<file path="config.mk">
export PLATFORM = sky130hd
export DESIGN_NAME = stk_ptr_unit
export DESIGN_NICKNAME = d
export VERILOG_FILES = /design/src/rtl/stk_pkg.sv /design/src/rtl/stk_cmd_sel.sv /design/src/rtl/stk_frame_seq.sv /design/src/rtl/stk_ptr_reg.sv /design/src/rtl/stk_ptr_unit.sv
export SDC_FILE = /design/constraint.sdc
export NUM_CORES = 1
export LEC_CHECK = 0
export BUFFER_PORTS_ARGS = -buffer_cell sky130_fd_sc_hd__buf_2
export CAP_MARGIN = 10
export CORE_MARGIN = 3
export CORE_UTILIZATION = 44
export CTS_CLUSTER_DIAMETER = 150
export CTS_CLUSTER_SIZE = 24
export DETAILED_ROUTE_END_ITERATION = 16
export PLACE_DENSITY = 0.74
export SLEW_MARGIN = 20
export SYNTH_ARGS = -nofsm -noshare
export SYNTH_HDL_FRONTEND = slang
export SYNTH_SLANG_ARGS = --single-unit
</file>
<file path="constraint.sdc">
create_clock -name clk -period 2.2 [get_ports clk]
set_input_delay 0.22 -clock clk [delete_from_list [all_inputs] [get_ports clk]]
set_output_delay 0.22 -clock clk [all_outputs]
set_load 0.01 [all_outputs]
</file>
<file path="src/rtl/stk_pkg.sv">
// Shared types for the stack pointer unit.
// Assumes: one command enters per idle cycle; the order of the values carries no meaning.
package stk_pkg;
    typedef enum logic [2:0] {
        CMD_NONE,
        CMD_RSP,
        CMD_PUSH,
        CMD_PULL,
        CMD_CALL,
        CMD_IRQ,
        CMD_RET,
        CMD_RTI
    } stk_cmd_e;
endpackage

</file>
<file path="src/rtl/stk_cmd_sel.sv">
// Picks one command from the strobes when the unit is idle.
// Assumes: strobes are level inputs sampled once per cycle; all of them are ignored while busy.
module stk_cmd_sel
    import stk_pkg::*;
(
    input  logic     busy,
    input  logic     rsp,
    input  logic     irq,
    input  logic     call,
    input  logic     rti,
    input  logic     ret,
    input  logic     push,
    input  logic     pull,
    output stk_cmd_e cmd
);
    // Fixed priority select: rsp, irq, call, rti, ret, push, pull.
    always_comb begin
        cmd = CMD_NONE;
        if (!busy) begin
            if (rsp)       cmd = CMD_RSP;
            else if (irq)  cmd = CMD_IRQ;
            else if (call) cmd = CMD_CALL;
            else if (rti)  cmd = CMD_RTI;
            else if (ret)  cmd = CMD_RET;
            else if (push) cmd = CMD_PUSH;
            else if (pull) cmd = CMD_PULL;
        end
    end
endmodule

</file>
<file path="src/rtl/stk_frame_seq.sv">
// Issues one byte step per clock for single and multi-byte frames.
// Assumes: a frame's direction is fixed when it starts; busy covers the bytes after the first.
module stk_frame_seq
    import stk_pkg::*;
#(
    parameter int CALL_LEN = 2,
    parameter int IRQ_LEN  = 5,
    localparam int MAX_LEN = (IRQ_LEN > CALL_LEN) ? IRQ_LEN : CALL_LEN,
    localparam int CNT_W   = $clog2(MAX_LEN + 1)
) (
    input  logic     clk,
    input  logic     rst_n,
    input  stk_cmd_e cmd,
    output logic     step,
    output logic     step_push,
    output logic     rsp_load,
    output logic     busy
);
    logic [CNT_W-1:0] rem_q, rem_d;
    logic             dir_q, dir_d;

    assign busy = (rem_q != '0);

    // Next-state: continue an open frame or start the selected command.
    always_comb begin
        step      = 1'b0;
        step_push = dir_q;
        rsp_load  = 1'b0;
        rem_d     = rem_q;
        dir_d     = dir_q;
        if (rem_q != '0) begin
            step  = 1'b1;
            rem_d = rem_q - CNT_W'(1);
        end else begin
            unique case (cmd)
                CMD_RSP:  rsp_load = 1'b1;
                CMD_PUSH: begin step = 1'b1; step_push = 1'b1; end
                CMD_PULL: begin step = 1'b1; step_push = 1'b0; end
                CMD_CALL: begin
                    step = 1'b1; step_push = 1'b1;
                    dir_d = 1'b1; rem_d = CNT_W'(CALL_LEN - 1);
                end
                CMD_IRQ: begin
                    step = 1'b1; step_push = 1'b1;
                    dir_d = 1'b1; rem_d = CNT_W'(IRQ_LEN - 1);
                end
                CMD_RET: begin
                    step = 1'b1; step_push = 1'b0;
                    dir_d = 1'b0; rem_d = CNT_W'(CALL_LEN - 1);
                end
                CMD_RTI: begin
                    step = 1'b1; step_push = 1'b0;
                    dir_d = 1'b0; rem_d = CNT_W'(IRQ_LEN - 1);
                end
                default: ;
            endcase
        end
    end

    // Frame state register with synchronous active-low reset.
    always_ff @(posedge clk) begin
        if (!rst_n) begin
            rem_q <= '0;
            dir_q <= 1'b1;
        end else begin
            rem_q <= rem_d;
            dir_q <= dir_d;
        end
    end
endmodule

</file>
<file path="src/rtl/stk_ptr_reg.sv">
// Holds the wrapping pointer and gives the low address bits of the current access.
// Assumes: a push uses the pointer then decrements; a pull increments then uses the new value.
module stk_ptr_reg #(
    parameter int PTR_W = 6
) (
    input  logic             clk,
    input  logic             rst_n,
    input  logic             step,
    input  logic             step_push,
    input  logic             rsp_load,
    output logic [PTR_W-1:0] ptr_q,
    output logic [PTR_W-1:0] acc_low
);
    localparam logic [PTR_W-1:0] PTR_TOP = '1;
    logic [PTR_W-1:0] ptr_up;

    // Modulo increment; wraps from the top of the window to its bottom.
    assign ptr_up  = ptr_q + PTR_W'(1);
    // Low address bits: the pointer for a write, the incremented pointer for a read.
    assign acc_low = step_push ? ptr_q : ptr_up;

    // Pointer update: reload, decrement on push, increment on pull.
    always_ff @(posedge clk) begin
        if (!rst_n)                ptr_q <= PTR_TOP;
        else if (rsp_load)         ptr_q <= PTR_TOP;
        else if (step && step_push) ptr_q <= ptr_q - PTR_W'(1);
        else if (step)             ptr_q <= ptr_up;
    end
endmodule

</file>
<file path="src/rtl/stk_ptr_unit.sv">
// Top of the stack pointer unit: command select, frame sequencer, pointer, address.
// Assumes: the stack window is aligned to its size; the address is combinational from the strobes.
module stk_ptr_unit
    import stk_pkg::*;
#(
    parameter int                 ADDR_W   = 16,
    parameter int                 PTR_W    = 6,
    parameter logic [ADDR_W-1:0]  BASE     = 16'h00C0,
    parameter int                 CALL_LEN = 2,
    parameter int                 IRQ_LEN  = 5
) (
    input  logic              clk,
    input  logic              rst_n,
    input  logic              push_i,
    input  logic              pull_i,
    input  logic              rsp_i,
    input  logic              call_i,
    input  logic              irq_i,
    input  logic              ret_i,
    input  logic              rti_i,
    output logic [ADDR_W-1:0] addr_o,
    output logic              wr_o,
    output logic              rd_o,
    output logic              busy_o
);
    localparam int PFX_W = ADDR_W - PTR_W;
    localparam logic [PFX_W-1:0] PREFIX = BASE[ADDR_W-1:PTR_W];

    stk_cmd_e         cmd;
    logic             step, step_push, rsp_load, busy;
    logic [PTR_W-1:0] ptr_q, acc_low;

    stk_cmd_sel u_sel (
        .busy (busy),   .rsp (rsp_i),  .irq (irq_i),   .call (call_i),
        .rti  (rti_i),  .ret (ret_i),  .push (push_i), .pull (pull_i),
        .cmd  (cmd)
    );

    stk_frame_seq #(.CALL_LEN(CALL_LEN), .IRQ_LEN(IRQ_LEN)) u_seq (
        .clk (clk), .rst_n (rst_n), .cmd (cmd),
        .step (step), .step_push (step_push), .rsp_load (rsp_load), .busy (busy)
    );

    stk_ptr_reg #(.PTR_W(PTR_W)) u_ptr (
        .clk (clk), .rst_n (rst_n), .step (step), .step_push (step_push),
        .rsp_load (rsp_load), .ptr_q (ptr_q), .acc_low (acc_low)
    );

    // Output assembly: fixed prefix above the pointer bits, strobes by direction.
    assign addr_o = {PREFIX, acc_low};
    assign wr_o   = step &  step_push;
    assign rd_o   = step & ~step_push;
    assign busy_o = busy;
endmodule

</file>
==> flow_metrics.env <==
export IMPL_outcome="finished, violations left"
export IMPL_violations="negative setup slack"
export IMPL_grt_pass1_vias=742
export IMPL_port_buffers=17
export IMPL_first_iter_violations=17
export IMPL_nFillCells=170
export IMPL_period_minus_slack_ps=2370
export IMPL_dpl_hpwl_um=1380
export IMPL_final_cells=158
export IMPL_yosysUniqueCellTypes=36
export IMPL_cp_slowest_cell="or4_4"
export IMPL_grt_max_degree=11
export IMPL_startpoint_type="register"
export IMPL_async_reset_ff_share_pct=0
export IMPL_seq_area_sq_um=203
export IMPL_finalMaxSlewViolations=0
export IMPL_gp_congestion=0.891
export IMPL_drive_gt1_share_pct=35.3
export IMPL_start_util_pct=47.7
export IMPL_path_cells="or4_4 > o21a_4 > or4b_4 > xnor2_2 > buf_2"
export IMPL_worst_pin_slew_ps=491
export IMPL_synth_edff_count=0
export IMPL_fp_dieH_um=49.7
export IMPL_cpPeakStageDelay_ps=550
export IMPL_synth_common_cells="nor2_1, buf_4, dfxtp_1, a21oi_1, nand2_1"
export IMPL_cts_num_sinks=10
export IMPL_cp_arrival_ps=2150
export IMPL_core_area_sq_um=1760
export IMPL_yosysSeqAreaShare_pct=23.8
export IMPL_yosysTopAreaCellShare_pct=23.8
export IMPL_power_density_nw_per_um2=850
export IMPL_final_antenna_net_count=0
export IMPL_cts_inserted_buffers=3
export IMPL_grt_use_total_pct=15.7
export IMPL_area_growth_pct=23.0
export IMPL_p_leak_nw=0.446
export IMPL_rsz0062_at_grt="true"
export IMPL_crit_family="simple AND/OR/NAND/NOR gates"
export IMPL_io_pins=28
export IMPL_antenna_found_initial=0
export IMPL_criticalPathCategory="reg -> out"
export IMPL_place_inst=151
export IMPL_wire_per_inst_um=11.9
export IMPL_slew_headroom_pct=67.0
export IMPL_synthFlopType="dfxtp_1"
export IMPL_post_route_period_util_pct=108
export IMPL_required_ps=1980
export IMPL_multiInputGateArea_sq_um=606
export IMPL_setup_tns_ps=-405
export IMPL_firstDrtPassIters=4
export IMPL_die_x_um=49.7
export IMPL_grt_overflow=0
export IMPL_clk_insertion_delay_late_ps=270
export IMPL_setup_violations=5
export IMPL_path_max_fanout=6
export IMPL_grt_pass1_wl_um=3040
export IMPL_wl_um=1880
export IMPL_postSynthCellCount=109
export IMPL_hold_viol=0
export IMPL_maxClockFrequency_mhz=422
export IMPL_nNetsFinal=145
export IMPL_syn_avg_cell_area_sq_um=7.73
export IMPL_path_clk_slew_ps=70
export IMPL_synth_warnings=0
export IMPL_yosys_area_top_type="dfxtp_1"
export IMPL_ir_drop_mv=0.480
export IMPL_yosys_cell_count_top_type="nor2_1"
export IMPL_num_antenna_cells=0
export IMPL_tritoncts="built"
export IMPL_r2r_slack_ps=100
export IMPL_rows=15
export IMPL_worst_path_buf_inv=1
export IMPL_drc_errors=0
export IMPL_num_vias=809
export IMPL_cts_buffer_depth=2
export IMPL_die_area_sq_um=2470
export IMPL_min_path_type="in -> reg"
export IMPL_setup_ws_ps=-170
export IMPL_syn_area_sq_um=842
export IMPL_via_per_inst=5.12
export IMPL_yosys_register_bits=10
export IMPL_endpoint_kind="output port"
export IMPL_max_cap_viol_count=0
export IMPL_root_buffer="clkbuf_4"
export IMPL_synth_area_leaders="dfxtp_1, buf_4, nor2_1"
export IMPL_finClkSkew_ps=2.51
export IMPL_htreeDepth=1
==> state kept, by name (all words and copies together), names as in the netlist <==
name / count
u_ptr.ptr_q: 6
u_seq.rem_q: 3
u_seq.dir_q: 1
==> power by group <==
| group | total (W) | internal [W] | switching [W] |
|---|---|---|---|
| Sequential | 0.000248 | 0.000210 | 0.0000381 |
| Combinational | 0.000462 | 0.000221 | 0.000241 |
| Clock | 0.000170 | 0.000101 | 0.0000696 |
==> area by class of cell <==
type	instances	area share (%)
sequential	10	19.6
multi-input combinational	91	58.5
tap	25	3.02
timing repair buffer	25	14.4
inverter	3	1.09
clock buffer	4	3.50
==> layer usage <==
metal  track usage [%]  part of all wire, %  up-vias
li1                  -                    -      409
met3              3.93                  6.3        5
met5                 0                    0        -
met2              24.2                   46       32
met1              19.8                   46      363
met4              8.29                  2.0        0
==> layout by cell type, fill, tap and decap left out, drive strengths merged <==
| master | synthesis | layout |
|---|---|---|
| buf | 11 | 25 |
| nor2 | 15 | 15 |
| conb | 2 | 10 |
| dfxtp | 10 | 10 |
| a21oi | 8 | 8 |
| nand2 | 7 | 7 |
| xnor2 | 6 | 6 |
| o21ai | 6 | 6 |
| o211ai | 4 | 4 |
| nor3 | 4 | 4 |
| nand3 | 4 | 4 |
| and2 | 4 | 4 |
| clkbuf | 1 | 4 |
| inv | 3 | 3 |
| mux2i | 3 | 3 |
| o21a | 3 | 3 |
| nor4 | 2 | 2 |
| o31ai | 2 | 2 |
| ha | 2 | 2 |
| or4 | 2 | 2 |
| or3 | 1 | 1 |
| or3b | 1 | 1 |
| a21o | 1 | 1 |
| mux2 | 1 | 1 |
| xor2 | 1 | 1 |
| or4b | 1 | 1 |
| nor4b | 1 | 1 |
| nor3b | 1 | 1 |
| a21boi | 1 | 1 |
==> metrics by stage <==
| step | area [sq um] | worst slack [ps] | total power [W] | hold WS (ps) | util [%] |
|---|---|---|---|---|---|
| after floorplan | 872 | 10.5 | 0.000545 | 309 | - |
| after global placement | 925 | 73.4 | 0.000642 | 477 | 52.4 |
| final | 1040 | -170 | 0.000880 | 220 | 58.7 |
| after detailed placement | 925 | 58.5 | 0.000651 | 476 | 52.4 |
| after global routing | 1040 | -225 | 0.000948 | 225 | 58.7 |
| after CTS | 995 | -179 | 0.000850 | 195 | 56.4 |
==> path summary, 6_finish.rpt <==
check                  from        endpoint  cells past startpoint
max          u_seq.rem_q[1]       addr_o[4]                      5
max reg2reg  u_seq.rem_q[1]  u_ptr.ptr_q[4]                      6
min reg2reg  u_seq.rem_q[2]  u_seq.rem_q[1]                      2
min                   rst_n     u_seq.dir_q                      2
==> cells by family (layout without fill, tap and decap cells) <==
family	Yosys count	count (layout)	synth area share, %
compound gates	25	25	19.6
xor+xnor	7	7	7.28
fa+ha+maj	2	2	2.97
buf+inv	16	32	13.4
flops	10	10	23.8
mux	4	4	4.90
other cells	2	10	0.892
simple gates	43	43	27.2
==> what timing repair did <==
action | in CTS | in global routing
setup buffers | 2 | 2
pin swaps | 5 | 3
gates resized for setup | 5 | 8
endpoints found under the setup margin | 6 | 8
hold buffers | 0 | 0
Power figures use the tool's default switching activity.
